[src/rtl/sclk_mode_pkg.sv]
package sclk_mode_pkg;

   typedef struct packed {
      logic half;   // secondary runs at half the primary rate
      logic s66;    // secondary bus at 66 MHz
   } speed_mode_t;

   localparam speed_mode_t MODE_IDLE = '{half: 1'b0, s66: 1'b0};

endpackage

[src/rtl/sclk_mode_decode.sv]
module sclk_mode_decode
   import sclk_mode_pkg::*;
(
   input  logic        cap66,
   input  logic        pri_en,
   input  logic        sec_in,
   output speed_mode_t mode_nxt,
   output logic        pull_dn,
   output logic        cap_stat,
   output logic        cfg_err
);
   logic pri_fast;
   logic sec_fast;

   // the primary counts as fast only if the board allows it
   assign pri_fast = cap66 & pri_en;
   // a slow primary forces a slow secondary: the 33/66 pair cannot occur
   assign sec_fast = pri_fast & sec_in;

   always_comb begin
      mode_nxt      = MODE_IDLE;
      mode_nxt.s66  = sec_fast;
      mode_nxt.half = pri_fast & ~sec_fast;
   end

   assign pull_dn  = cap66 & ~pri_en;
   assign cap_stat = cap66;
   assign cfg_err  = ~cap66 & (pri_en | sec_in);

endmodule

[src/rtl/sclk_mode_latch.sv]
module sclk_mode_latch
   import sclk_mode_pkg::*;
(
   input  logic        clk,
   input  logic        rst_n,
   input  speed_mode_t mode_nxt,
   output speed_mode_t mode_q,
   output logic        locked
);
   always_ff @(posedge clk or negedge rst_n) begin
      if (!rst_n) begin
         locked <= 1'b0;
         mode_q <= MODE_IDLE;
      end else if (!locked) begin
         locked <= 1'b1;
         mode_q <= mode_nxt;
      end
   end

   AST_MODE_HELD: assert property (@(posedge clk) disable iff (!rst_n)
      locked |=> $stable(mode_q) && locked);

endmodule

[src/rtl/sclk_rate_gen.sv]
module sclk_rate_gen (
   input  logic clk,
   input  logic rst_n,
   input  logic locked,
   input  logic half,
   output logic base_en
);
   logic phase_q;

   // phase 0 carries the enable, so the first locked cycle is always active
   always_ff @(posedge clk or negedge rst_n) begin
      if (!rst_n)
         phase_q <= 1'b0;
      else if (locked && half)
         phase_q <= ~phase_q;
      else
         phase_q <= 1'b0;
   end

   assign base_en = locked & (~half | ~phase_q);

   AST_FIRST_ALIGNED: assert property (@(posedge clk) disable iff (!rst_n)
      !locked |=> base_en);
   AST_HALF_TOGGLES: assert property (@(posedge clk) disable iff (!rst_n)
      (locked && half && $past(locked)) |-> (base_en != $past(base_en)));
   AST_FULL_STEADY: assert property (@(posedge clk) disable iff (!rst_n)
      (locked && !half) |-> base_en);

endmodule

[src/rtl/sclk_out_gate.sv]
module sclk_out_gate #(
   parameter int NUM_OUT = 10
) (
   input  logic               base_en,
   input  logic               stop,
   output logic [NUM_OUT-1:0] out_en
);
   generate
      if (NUM_OUT < 1) begin : g_bad_cfg
         $error("sclk_out_gate: NUM_OUT must be at least 1");
      end
      for (genvar i = 0; i < NUM_OUT; i++) begin : g_out
         assign out_en[i] = base_en & ~stop;
      end
   endgenerate

endmodule

[src/rtl/sclk_mode_ctrl.sv]
module sclk_mode_ctrl
   import sclk_mode_pkg::*;
#(
   parameter int          NUM_SEC_CLK = 10,
   parameter int          PSTATE_W    = 2,
   parameter logic [PSTATE_W-1:0] SLEEP_CODE = '1
) (
   input  logic                   clk_pri,
   input  logic                   rst_pri_n,
   input  logic                   strap_cap66,
   input  logic                   pri_m66_en,
   input  logic                   sec_m66_in,
   input  logic                   bctl_sec_rst,
   input  logic                   strap_pwr_clk,
   input  logic [PSTATE_W-1:0]    pwr_state,
   output logic                   sec_m66_pd,
   output logic                   stat_cap66_pri,
   output logic                   stat_cap66_sec,
   output logic                   sec_rate_half,
   output logic                   sec_speed66,
   output logic [NUM_SEC_CLK-1:0] sec_clk_en,
   output logic                   sec_rst_n,
   output logic                   mode_error
);
   localparam int STATE_COUNT = 1 << PSTATE_W;

   generate
      if (PSTATE_W < 1) begin : g_bad_pw
         $error("sclk_mode_ctrl: PSTATE_W must be at least 1");
      end
      if (int'(SLEEP_CODE) >= STATE_COUNT) begin : g_bad_code
         $error("sclk_mode_ctrl: SLEEP_CODE out of range");
      end
   endgenerate

   speed_mode_t mode_nxt;
   speed_mode_t mode_q;
   logic        lock_q;
   logic        cap_stat;
   logic        base_en;
   logic        clk_stop;

   sclk_mode_decode i_decode (
      .cap66    (strap_cap66),
      .pri_en   (pri_m66_en),
      .sec_in   (sec_m66_in),
      .mode_nxt (mode_nxt),
      .pull_dn  (sec_m66_pd),
      .cap_stat (cap_stat),
      .cfg_err  (mode_error)
   );

   sclk_mode_latch i_latch (
      .clk      (clk_pri),
      .rst_n    (rst_pri_n),
      .mode_nxt (mode_nxt),
      .mode_q   (mode_q),
      .locked   (lock_q)
   );

   sclk_rate_gen i_rate (
      .clk      (clk_pri),
      .rst_n    (rst_pri_n),
      .locked   (lock_q),
      .half     (mode_q.half),
      .base_en  (base_en)
   );

   assign clk_stop = strap_pwr_clk & (pwr_state == SLEEP_CODE);

   sclk_out_gate #(.NUM_OUT(NUM_SEC_CLK)) i_gate (
      .base_en  (base_en),
      .stop     (clk_stop),
      .out_en   (sec_clk_en)
   );

   assign stat_cap66_pri = cap_stat;
   assign stat_cap66_sec = cap_stat;
   assign sec_rate_half  = mode_q.half;
   assign sec_speed66    = mode_q.s66;
   // no clock in this path: the secondary reset follows its sources at once
   assign sec_rst_n      = rst_pri_n & ~bctl_sec_rst;

   AST_PULLDOWN: assert property (@(posedge clk_pri) disable iff (!rst_pri_n)
      (strap_cap66 && !pri_m66_en) |-> sec_m66_pd);
   AST_NO_SLOW_FAST: assert property (@(posedge clk_pri) disable iff (!rst_pri_n)
      !lock_q |=> (!sec_speed66 || ($past(strap_cap66) && $past(pri_m66_en))));
   AST_SLEEP_GATED: assert property (@(posedge clk_pri) disable iff (!rst_pri_n)
      (strap_pwr_clk && pwr_state == SLEEP_CODE) |-> (sec_clk_en == '0));
   AST_WAKE_RUNS: assert property (@(posedge clk_pri) disable iff (!rst_pri_n)
      (!strap_pwr_clk && lock_q && !sec_rate_half) |-> (sec_clk_en == '1));

endmodule

[config.mk]
export PLATFORM = sky130hd
export DESIGN_NAME = sclk_mode_ctrl
export DESIGN_NICKNAME = d
export VERILOG_FILES = /design/src/rtl/sclk_mode_pkg.sv /design/src/rtl/sclk_mode_decode.sv /design/src/rtl/sclk_mode_latch.sv /design/src/rtl/sclk_rate_gen.sv /design/src/rtl/sclk_out_gate.sv /design/src/rtl/sclk_mode_ctrl.sv
export SDC_FILE = /design/constraint.sdc
export NUM_CORES = 1
export LEC_CHECK = 0
export ABC_AREA = 1
export BUFFER_PORTS_ARGS = -buffer_cell sky130_fd_sc_hd__buf_2
export CAP_MARGIN = 20
export CORE_AREA = 2 2 39 41
export CTS_CLUSTER_SIZE = 12
export DETAILED_ROUTE_END_ITERATION = 8
export DIE_AREA = 0 0 41 43
export PLACE_DENSITY = 0.58
export REMOVE_ABC_BUFFERS = 1
export SYNTH_ARGS = -nofsm -noshare
export SYNTH_HDL_FRONTEND = slang
export SYNTH_HIERARCHICAL = 1
export SYNTH_SLANG_ARGS = --single-unit
[constraint.sdc]
create_clock -name clk_pri -period 1.29 [get_ports clk_pri]
set_input_delay 0.0645 -clock clk_pri [delete_from_list [all_inputs] [get_ports clk_pri]]
set_output_delay 0.0645 -clock clk_pri [all_outputs]
set_load 0.02 [all_outputs]
==> summary.txt, run 1 <==
Run status
  – Outcome: finished, final reports clean

Pwr
  – Clock Power Share: 34.6%
  – Switch Pwr: around 140 uW
  – Cell-internal power: 295.3 uW
  – Logic pwr share: 33.5%
  – Switching share of power: 31.48%
  – Flop pwr share: 31.9%
  – Pleak: 0.2794 nW
  – Max VDD drop: 516.5 uV
  – Power density over the cells: 967.4 mW/mm2
  – Design Power: 430.9 uW

Hold path
  – Hold Path Class: in -> reg
  – Hold_sp: sec_m66_in

Cells and area
  – Synthesis-to-layout area growth: 49.58%
  – Post-route insts no fill: 79
  – Area occupied by multi-input gates: 101.3 um2
  – FILL cells: 151
  – Post-layout nets: 74
  – # diodes: 0
  – Share of layout cells above drive strength 1: between 50% and 60%
  – Register Area: 100.1 um2

Logic synthesis
  – Yosys reg bits: 4
  – Synth Instances: 43
  – Post-synth top area share: between 30 and 40%
  – Synth unique cells: 8
  – Mapped cell area: 297.8 um2
  – Largest area contributor in the netlist: dfrtp_1
  – Syn_area_per_cell: 6.925 um2
  – Ys Warns: 6
  – Post-synthesis sequential area ratio: roughly a third
  – Top cells by area, synth: dfrtp_1, buf_4, nand2_1

CTS
  – Num CTS Buffers: 3
  – CTS tree: yes
  – Clk root buf: clkbuf_4
  – H-tree depth: 1
  – Clk_lat worst skew: 0.23 ns
  – Clk buf depth: 2
  – Clock sink count: 4
  – Clk pin slew, worst setup/hold paths: 0.03 ns

Drt
  – First-pass DRT Iterations: 2
  – Via-to-Cell Ratio: 3.595
  – Post-DRT Antenna Nets: 0
  – WL met2: 331 um
  – 1st-iter DRT viols: 4
  – Met3 WL: 48 um
  – Top layer in use: met3
  – Routed Wire Length: 648 um
  – DR vias: 284
  – M1 WL: 268 um
  – DRC viols: 0
  – Routed WL per cell: 8.203 um

Timing
  – Final period utilization: 94.84%
  – Fmax achieved: 817.4 MHz
  – Hold Vio Cnt, Final: 0
  – Tmin final: 1.223 ns
  – # setup viols final: 0
  – Setup TNS: 0 ns
  – Fin. max-slew vios: 0
  – Max Clock Skew: 0.001645 ns
  – RSZ-0062 raised after global routing: false
  – Worst hold slack: 0.1253 ns

Worst setup path
  – Crit path DAT: 1.16 ns
  – R2R setup slack: around 0.42 ns
  – Critical Path Start: i_latch/mode_q[1]
  – Reg-to-reg startpoint: i_latch/locked
  – Endpoint type of the worst setup path: output pin
  – CP Class: reg -> out
  – CP required: between 1 and 1.5 ns
  – Crit path max fanout: 5
  – CP startpoint kind: flop

Global routing
  – Largest net degree at the start of global routing: 11
  – Initial antenna violation count: 0
  – First-pass GRT wire length: about 770 um
  – Overall routing resource usage: around 7%
  – Remaining Overflow, GRT: 0
  – Vias in the first global route: 191

Floorplanning
  – Die X: roughly 40 um
  – IO Count: 26
  – Initial Utilization: 21.52%
  – Std cell rows: 14
  – Die Y: 43 um
  – Core Area: 0.001384 mm2
  – Die area: 0.001763 mm2

Placement
  – DP Wirelength: between 400 and 500 um
  – Port bufs: 25
  – Final estimated routing congestion in global placement: 0.6584
  – Placed cells: 72

Flow run
  – Max-Cap Viols: 0
-- per-layer routing --
layer  track usage (%)  vias up
met2             8.750       12
met1             7.792      120
met4             2.000        0
li1                  -      152
met5                 0        -
met3             7.853        0
-- worst max-delay path, stage by stage (launching register included) --
cell	delay, ns
dfrtp_1	0.40
a21oi_2	0.14
inv_2	0.07
nor2_4	0.15
buf_4	0.16
-- final timing paths --
check,to,cells past startpoint
worst min-delay path,i_latch/mode_q[1],4
max in group asynchronous,i_latch/mode_q[1],2
worst min register to register,i_rate/phase_q,1
min in group asynchronous,i_latch/mode_q[0],2
worst max-delay path,sec_clk_en[4],4
worst max register to register,i_latch/mode_q[1],5
-- cell usage after synthesis (all sizes together) --
cell type / n
a21oi: 1
buf: 12
conb: 1
dfrtp: 4
inv: 7
nand2: 9
nor2: 9
-- stage by stage --
step | area [um2] | setup WS (ns) | util [%]
after global placement | 352.8 | 0.2337 | 25.50
after detailed placement | 352.8 | 0.1927 | 25.50
after global routing | 445.4 | 0.008458 | 32.19
after CTS | 390.4 | 0.01472 | 28.21
final | 445.4 | 0.06656 | 32.19
after floorplan | 207.7 | -0.9425 | -
-- power by group through the flow --
stage / logic [mW] / clock network (mW) / registers [mW]
6_report: 0.144 / 0.149 / 0.138
5_1_grt: 0.155 / 0.170 / 0.138
4_1_cts: 0.120 / 0.157 / 0.138
3_5_place_dp: 0.115 / 0 / 0.139
3_3_place_gp: 0.115 / 0 / 0.139
2_1_floorplan: 0.0569 / 0 / 0.143
-- what timing repair did --
item	CTS	global route
gates cloned	0	1
hold endpoints to repair	4	0
setup endpoints to repair	10	10
hold buffers	1	0
buffers inserted	0	2
resized for setup	1	13
pin swaps	0	2
-- logic make-up (layout without fill, tap and decap cells) --
logic type | Yosys count | count (layout) | synth area share [%]
AOI/OAI and AO/OA | 1 | 1 | 1.679
DFF | 4 | 4 | 33.61
and+or+nand+nor | 18 | 19 | 24.37
buffers and inverters | 19 | 38 | 39.08
other | 1 | 1 | 1.259
-- state kept, by name, summed over array words and instances, names as in the netlist --
signal          cells
i_latch/locked      1
i_latch/mode_q      2
i_rate/phase_q      1
-- cell type report --
cell class | count | share of cell area, %
multi-input cells | 21 | 22.75
inverters | 7 | 5.899
repair buffers | 28 | 39.33
clock buffers | 3 | 5.056
well taps | 16 | 4.494
flip-flops and latches | 4 | 22.47
-- placed cells by master (no fill, tap or decap) --
cell / n
buf_4: 12
dlygate4sd3_1: 1
nand2_1: 9
nor2_4: 2
a21oi_2: 1
nor2_2: 1
inv_1: 6
inv_2: 1
nor2_1: 7
buf_2: 15
conb_1: 1
clkbuf_4: 3
dfrtp_1: 4
Note: power is estimated with default switching activity, not from simulation.
==> run 2: changes to the inputs <==
ABC_AREA = default   (was 1)
SLEW_MARGIN = 10   (was default)
==> run 2 against run 1 <==
Effect of this change: combinational power is 8% lower; power rose by 0.17%; final cell count shrank 20%; fmax down 2.0%; die area did not move; count of clock-buffer cells in the layout stayed put; clock skew grew 0.0014 ns; clock power up 7%.
==> summary.txt, run 2 <==
Cells and area
  – # diodes: 0 (unchanged)
  – Post-route insts no fill: 63 (-20%)
  – Share of layout cells above drive strength 1: 74.47% (+19 points)
  – Synthesis-to-layout area growth: 45.49%
  – Commonest cells after routing, fill and taps aside: buf_2, buf_4, dfrtp_1
  – Biggest register: i_latch/mode_q
  – Largest registers: i_latch/mode_q x2, i_latch/locked x1, i_rate/phase_q x1
  – FILL cells: 151 (unchanged)
  – Commonest non-fill, non-tap cell in the layout: buf_2
  – Post-layout nets: 58 (-22%)
  – Max reg flops: 2 (unchanged)
  – Final core occ: 30.65% (-1.5 points)

Placement
  – Placed cells: 57 (-21%)
  – Place WS: 0.2291 ns (+0.03642 ns)
  – DP Wirelength: 460.9 um (+8.8%)
  – Final estimated routing congestion in global placement: 0.7768 (+18%)
  – Port bufs: 25 (unchanged)

Floorplanning
  – Core Area: 0.001384 mm2 (unchanged)
  – Initial Utilization: 21.07% (-0.45 points)
  – Die area: 0.001763 mm2 (unchanged)
  – IO Count: 26 (unchanged)
  – Die X: 41 um (unchanged)
  – Std cell rows: 14 (unchanged)
  – Die Y: 43 um (unchanged)

CTS
  – Clock sink count: 4 (unchanged)
  – Clk_lat worst skew: 0.24 ns (about the same)
  – Clk pin slew, worst setup/hold paths: 0.04 ns (about the same)
  – Clk root buf: clkbuf_4
  – CTS tree: yes
  – Num CTS Buffers: 3 (unchanged)
  – H-tree depth: 1 (unchanged)
  – Clk buf depth: 2 (unchanged)

Worst setup path
  – CP Class: reg -> out
  – Crit path max fanout: 5 (unchanged)
  – Endpoint type of the worst setup path: output pin
  – Crit path DAT: 1.18 ns (+0.02 ns)
  – CP required: 1.23 ns (about the same)
  – CP startpoint kind: flop
  – Reg-to-reg startpoint: i_latch/locked
  – Worst reg2reg path depth: 2 (-3)
  – RR Endpoint: i_latch/mode_q[0]
  – R2R setup slack: 0.37 ns (-0.05 ns)

Pwr
  – Pleak: 0.2581 nW (-7.6%)
  – Power density over the cells: 1018 mW/mm2 (+5.2%)
  – Max VDD drop: 312.7 uV (-39%)
  – Design Power: 431.7 uW (+0.17%)

Drt
  – Post-DRT Antenna Nets: 0 (unchanged)
  – Routed Wire Length: 669 um (+3.2%)
  – DR vias: 251 (-12%)
  – First-pass DRT Iterations: 2 (unchanged)
  – Via-to-Cell Ratio: 3.984 (+11%)
  – 1st-iter DRT viols: 1 (-3)
  – DRC viols: 0 (unchanged)
  – Routed WL per cell: 10.62 um (+29%)

Timing
  – # setup viols final: 0 (unchanged)
  – Final period utilization: 96.75% (+1.9 points)
  – Fmax achieved: 801.2 MHz (-2.0%)
  – Tmin final: 1.248 ns (+0.02463 ns)
  – Fin. max-slew vios: 0 (unchanged)
  – Worst hold slack: 0.1641 ns (+0.03876 ns)
  – Setup ws final: 0.04194 ns (-0.02463 ns)
  – RSZ-0062 raised after global routing: true
  – Max Clock Skew: 0.003083 ns (+0.001438 ns)
  – Hold Vio Cnt, Final: 0 (unchanged)

Logic synthesis
  – Mapped cell area: 291.5 um2 (-2.1%)
  – Synth unique cells: 11 (+3)
  – Largest area contributor in the netlist: dfrtp_1
  – Post-synthesis sequential area ratio: 34.33% (+0.72 points)
  – Cell with the most instances after synthesis: buf_4
  – Synth Instances: 28 (-35%)
  – Yosys reg bits: 4 (unchanged)
  – Number of synthesized flops with an enable pin: 0 (unchanged)
  – Top cells by area, synth: dfrtp_1, buf_4, mux2_2
  – Ys Warns: 6 (unchanged)
  – Syn_area_per_cell: 10.41 um2 (+50%)
  – Synth Flop Type: dfrtp_1
  – Post-synth ARST share: 100.0% (unchanged)
  – Post-synth top area share: 34.33% (+0.72 points)
  – List of most frequent post-synthesis cells: buf_4, dfrtp_1, and3_1, mux2_2, nor2b_1

Global routing
  – Vias in the first global route: 241 (+26%)
  – Remaining Overflow, GRT: 0 (unchanged)
  – Largest net degree at the start of global routing: 7 (-4)
  – Overall routing resource usage: 8.761% (+1.7 points)
  – First-pass GRT wire length: 924 um (+20%)
  – Initial antenna violation count: 0 (unchanged)

Run status
  – Outcome: finished, final reports clean

Flow run
  – Max-Cap Viols: 0 (unchanged)

Hold path
  – Hold Path Class: in -> async
run 2: changes by cell type after synthesis, moves of 2 or more:
cell / change
nor2_1: -7
mux2_2: +2
nand2_1: -9
and3_1: +2
inv_1: -7
nor2_2: -2
nor2b_1: +2
run 2: kinds of logic after synthesis:
kind of cell	synth area share (%)
compound gates	6.010
buf+inv	30.90
other cells	1.286
simple gates	19.74
mux	7.725
flops	34.34
run 2: worst max path at each step:
stage / from / end / slack, ns / cells past startpoint
6_report: i_latch/mode_q[1] / sec_clk_en[2] / 0.04 / 3
5_1_grt: i_latch/mode_q[1] / sec_clk_en[2] / -0.03 / 3
4_1_cts: i_latch/locked / sec_clk_en[2] / 0.02 / 3
3_5_place_dp: i_latch/locked / sec_clk_en[2] / 0.23 / 3
3_3_place_gp: i_latch/locked / sec_clk_en[9] / 0.25 / 3
2_1_floorplan: i_latch/mode_q[1] / sec_clk_en[0] / -0.37 / 2
run 2: through the flow:
step                      cell area [um2]  setup TNS [ns]
after CTS                           396.6               0
after global routing                424.2         -0.2399
final                               424.2               0
after detailed placement            346.6               0
after floorplan                     201.4          -3.657
after global placement              346.6               0
run 2: worst max-delay path: stages (launching register included):
cell	delay [ns]
dfrtp_1	0.42
a21boi_4	0.16
nor2b_4	0.21
buf_4	0.16
run 2: repair_timing:
| item | CTS | global route |
|---|---|---|
| endpoints found under the hold margin | 4 | 0 |
| pin swaps | 0 | 0 |
| hold buffers | 1 | 0 |
| setup endpoints to repair | 10 | 10 |
| gates cloned | 1 | 0 |
| buffers inserted | 0 | 1 |
| resized for setup | 3 | 6 |
run 2: per-layer routing:
metal / GRT usage (%) / share of wire (%) / up-vias / routed length [um]
li1: - / - / 118 / -
met1: 9.091 / 40 / 105 / 265
met2: 11.88 / 42 / 28 / 283
met3: 9.424 / 18 / 0 / 120
met4: 2.000 / 0 / 0 / 0
met5: 0 / 0 / - / 0
run 2: layout make-up:
type | count | area (um2) | area share (%)
Clock buffer | 3 | 22.52 | 5.310
Timing Repair Buffer | 27 | 155.1 | 36.58
Sequential cell | 4 | 100.1 | 23.60
Tap cell | 16 | 20.02 | 4.720
Multi-Input combinational cell | 13 | 126.4 | 29.79
run 2: power by group:
group          total, mW  internal (mW)  switching, mW
sequential         0.139          0.133        0.00677
combinational      0.133         0.0587         0.0745
clock              0.159          0.104         0.0547
==> run 3: changes to the inputs <==
PLACE_DENSITY = 0.6   (was 0.58)
clock period = 1.1 ns   (was 1.29 ns; I/O delays follow)
==> run 3 against run 2 <==
Effect of this change: the flow now finishes with violations (setup timing); global-route usage about the same; count of clock-buffer cells in the layout unchanged; design area up 9.1%; worst setup slack worse by 0.16 ns; largest cell class unchanged.
==> summary.txt, run 3 (same netlist as run 2, synthesis figures left out) <==
Drt
  – First-pass DRT Iterations: 2 (unchanged)
  – Routed WL per cell: 11.31 um (+6.5%)
  – 1st-iter DRT viols: 1 (unchanged)
  – DRC viols: 0 (unchanged)
  – Routed Wire Length: 735 um (+9.9%)
  – Via-to-Cell Ratio: 4.138 (+3.9%)
  – DR vias: 269 (+7.2%)
  – Post-DRT Antenna Nets: 0 (unchanged)

Cells and area
  – Commonest cells after routing, fill and taps aside: buf_2, buf_4, dfrtp_1
  – Biggest register: i_latch/mode_q
  – Final instance area: 462.9 um2 (+9.1%)
  – # diodes: 0 (unchanged)
  – Post-layout nets: 60 (+3.4%)
  – Largest registers: i_latch/mode_q x2, i_latch/locked x1, i_rate/phase_q x1
  – Commonest non-fill, non-tap cell in the layout: buf_2
  – Synthesis-to-layout area growth: 58.80%
  – FILL cells: 147 (-2.6%)
  – Share of layout cells above drive strength 1: 77.55% (+3.1 points)
  – Final core occ: 33.45% (+2.8 points)
  – Max reg flops: 2 (unchanged)

Timing
  – # setup viols final: 10 (+10)
  – Fin. max-slew vios: 0 (unchanged)
  – RSZ-0062 raised after global routing: true
  – Max Clock Skew: 0.003221 ns (+0.0001381 ns)
  – Setup TNS: -1.081 ns (-1.081 ns)
  – Hold Vio Cnt, Final: 0 (unchanged)
  – Setup ws final: -0.1155 ns (-0.1574 ns)
  – Final period utilization: 110.5%
  – Fmax achieved: 822.7 MHz
  – Tmin final: 1.216 ns

Global routing
  – First-pass GRT wire length: 952 um (+3.0%)
  – Initial antenna violation count: 0 (unchanged)
  – Largest net degree at the start of global routing: 7 (unchanged)
  – Remaining Overflow, GRT: 0 (unchanged)
  – Overall routing resource usage: 8.735% (-0.026 points)
  – Vias in the first global route: 211 (-12%)

CTS
  – Num CTS Buffers: 3 (unchanged)
  – CTS tree: yes
  – Clk buf depth: 2 (unchanged)
  – Clock sink count: 4 (unchanged)
  – Clk_lat worst skew: 0.24 ns (about the same)
  – H-tree depth: 1 (unchanged)
  – Clk pin slew, worst setup/hold paths: 0.04 ns (about the same)
  – Clk root buf: clkbuf_4

Pwr
  – Pleak: 0.2727 nW (+5.7%)
  – Design Power: 531.7 uW (+23%)
  – Power density over the cells: 1148 mW/mm2 (+13%)
  – Max VDD drop: 783.2 uV (+150%)

Worst setup path
  – Crit path DAT: 1.16 ns (-0.02 ns)
  – CP max-delay cell: dfrtp_1
  – CP Class: reg -> out
  – Worst Path Buf+Inv: 1 (unchanged)
  – CP max stage delay: 0.38 ns (-0.04 ns)
  – CP startpoint kind: flop
  – Crit path max fanout: 5 (unchanged)
  – CP required: 1.04 ns (-0.19 ns)
  – Endpoint type of the worst setup path: output pin
  – CP cell instances: a21boi_2, nor2b_4, buf_4
  – Delay-heaviest family, CP: flip-flops

Flow run
  – Max-Cap Viols: 0 (unchanged)

Placement
  – Port bufs: 25 (unchanged)
  – Final estimated routing congestion in global placement: 0.6944 (-11%)
  – DP Area: 354.1 um2 (+2.2%)

Hold path
  – Hold Path Class: in -> reg

Floorplanning
  – Core Area: 0.001384 mm2 (unchanged)
  – Initial Utilization: 21.07% (unchanged)
  – Die Y: 43 um (unchanged)
  – Die area: 0.001763 mm2 (unchanged)
  – IO Count: 26 (unchanged)
  – Std cell rows: 14 (unchanged)
  – Die X: 41 um (unchanged)

Run status
  – Failing checks: setup timing
  – Outcome: finished with violations
-- run 3: cell count changes in the layout (fill, tap and decap cells not counted), sizes merged --
| cell | delta |
|---|---|
| buf | +2 |
-- run 3: power breakdown --
group	internal (mW)	total [mW]	switching [mW]
clock network	0.123	0.192	0.0691
registers	0.155	0.160	0.00462
logic	0.0856	0.180	0.0942
-- run 3: final cells by class --
type                       count  area [um2]  area share (%)
clock buffer                   3       22.52           4.865
tap                           16       20.02           4.324
sequential                     4       100.1           21.62
timing repair buffer          29       198.9           42.97
multi-input combinational     13       121.4           26.22
-- run 3: tightest hold or removal path: cells and delay by family --
family | cells | cell delay (ns)
buf+inv | 1 | 0.10
mux | 1 | 0.13
simple gates | 1 | 0.15
-- run 3: worst paths after layout --
check | cells after the start | end | slack, ns | start
setup reg to reg | 2 | i_latch/mode_q[1] | 0.20 | i_latch/mode_q[1]
max in group asynchronous | 3 | i_latch/locked | 0.73 | rst_pri_n
hold / removal | 3 | i_latch/mode_q[0] | 0.23 | sec_m66_in
setup / recovery | 3 | sec_clk_en[0] | -0.12 | i_rate/phase_q
min in group asynchronous | 3 | i_latch/mode_q[0] | 0.27 | rst_pri_n
hold reg to reg | 1 | i_latch/mode_q[0] | 0.51 | i_latch/mode_q[0]
-- run 3: per-stage QoR --
step | hold slack [ns] | worst slack (ns) | std cells
detailed placement | -0.1311 | 0.05150 | 58
CTS | 0.1546 | -0.1263 | 64
floorplan | -0.2406 | -0.5462 | 16
finish | 0.2309 | -0.1155 | 65
global placement | -0.1298 | 0.07789 | 58
global route | 0.2317 | -0.1729 | 65
-- run 3: repair_timing --
action / in CTS / in global routing
hold endpoints to repair: 4 / 0
setup buffers: 1 / 1
hold buffers: 1 / 0
pin swaps: 0 / 0
gates cloned: 1 / 0
endpoints found under the setup margin: 10 / 11
gates resized for setup: 12 / 7
-- run 3: layer usage --
| layer | track usage, % | share of wire, % |
|---|---|---|
| met1 | 9.646 | 37 |
| met5 | 0 | 0 |
| met3 | 8.901 | 18 |
| met2 | 11.56 | 45 |
| met4 | 2.000 | 0 |
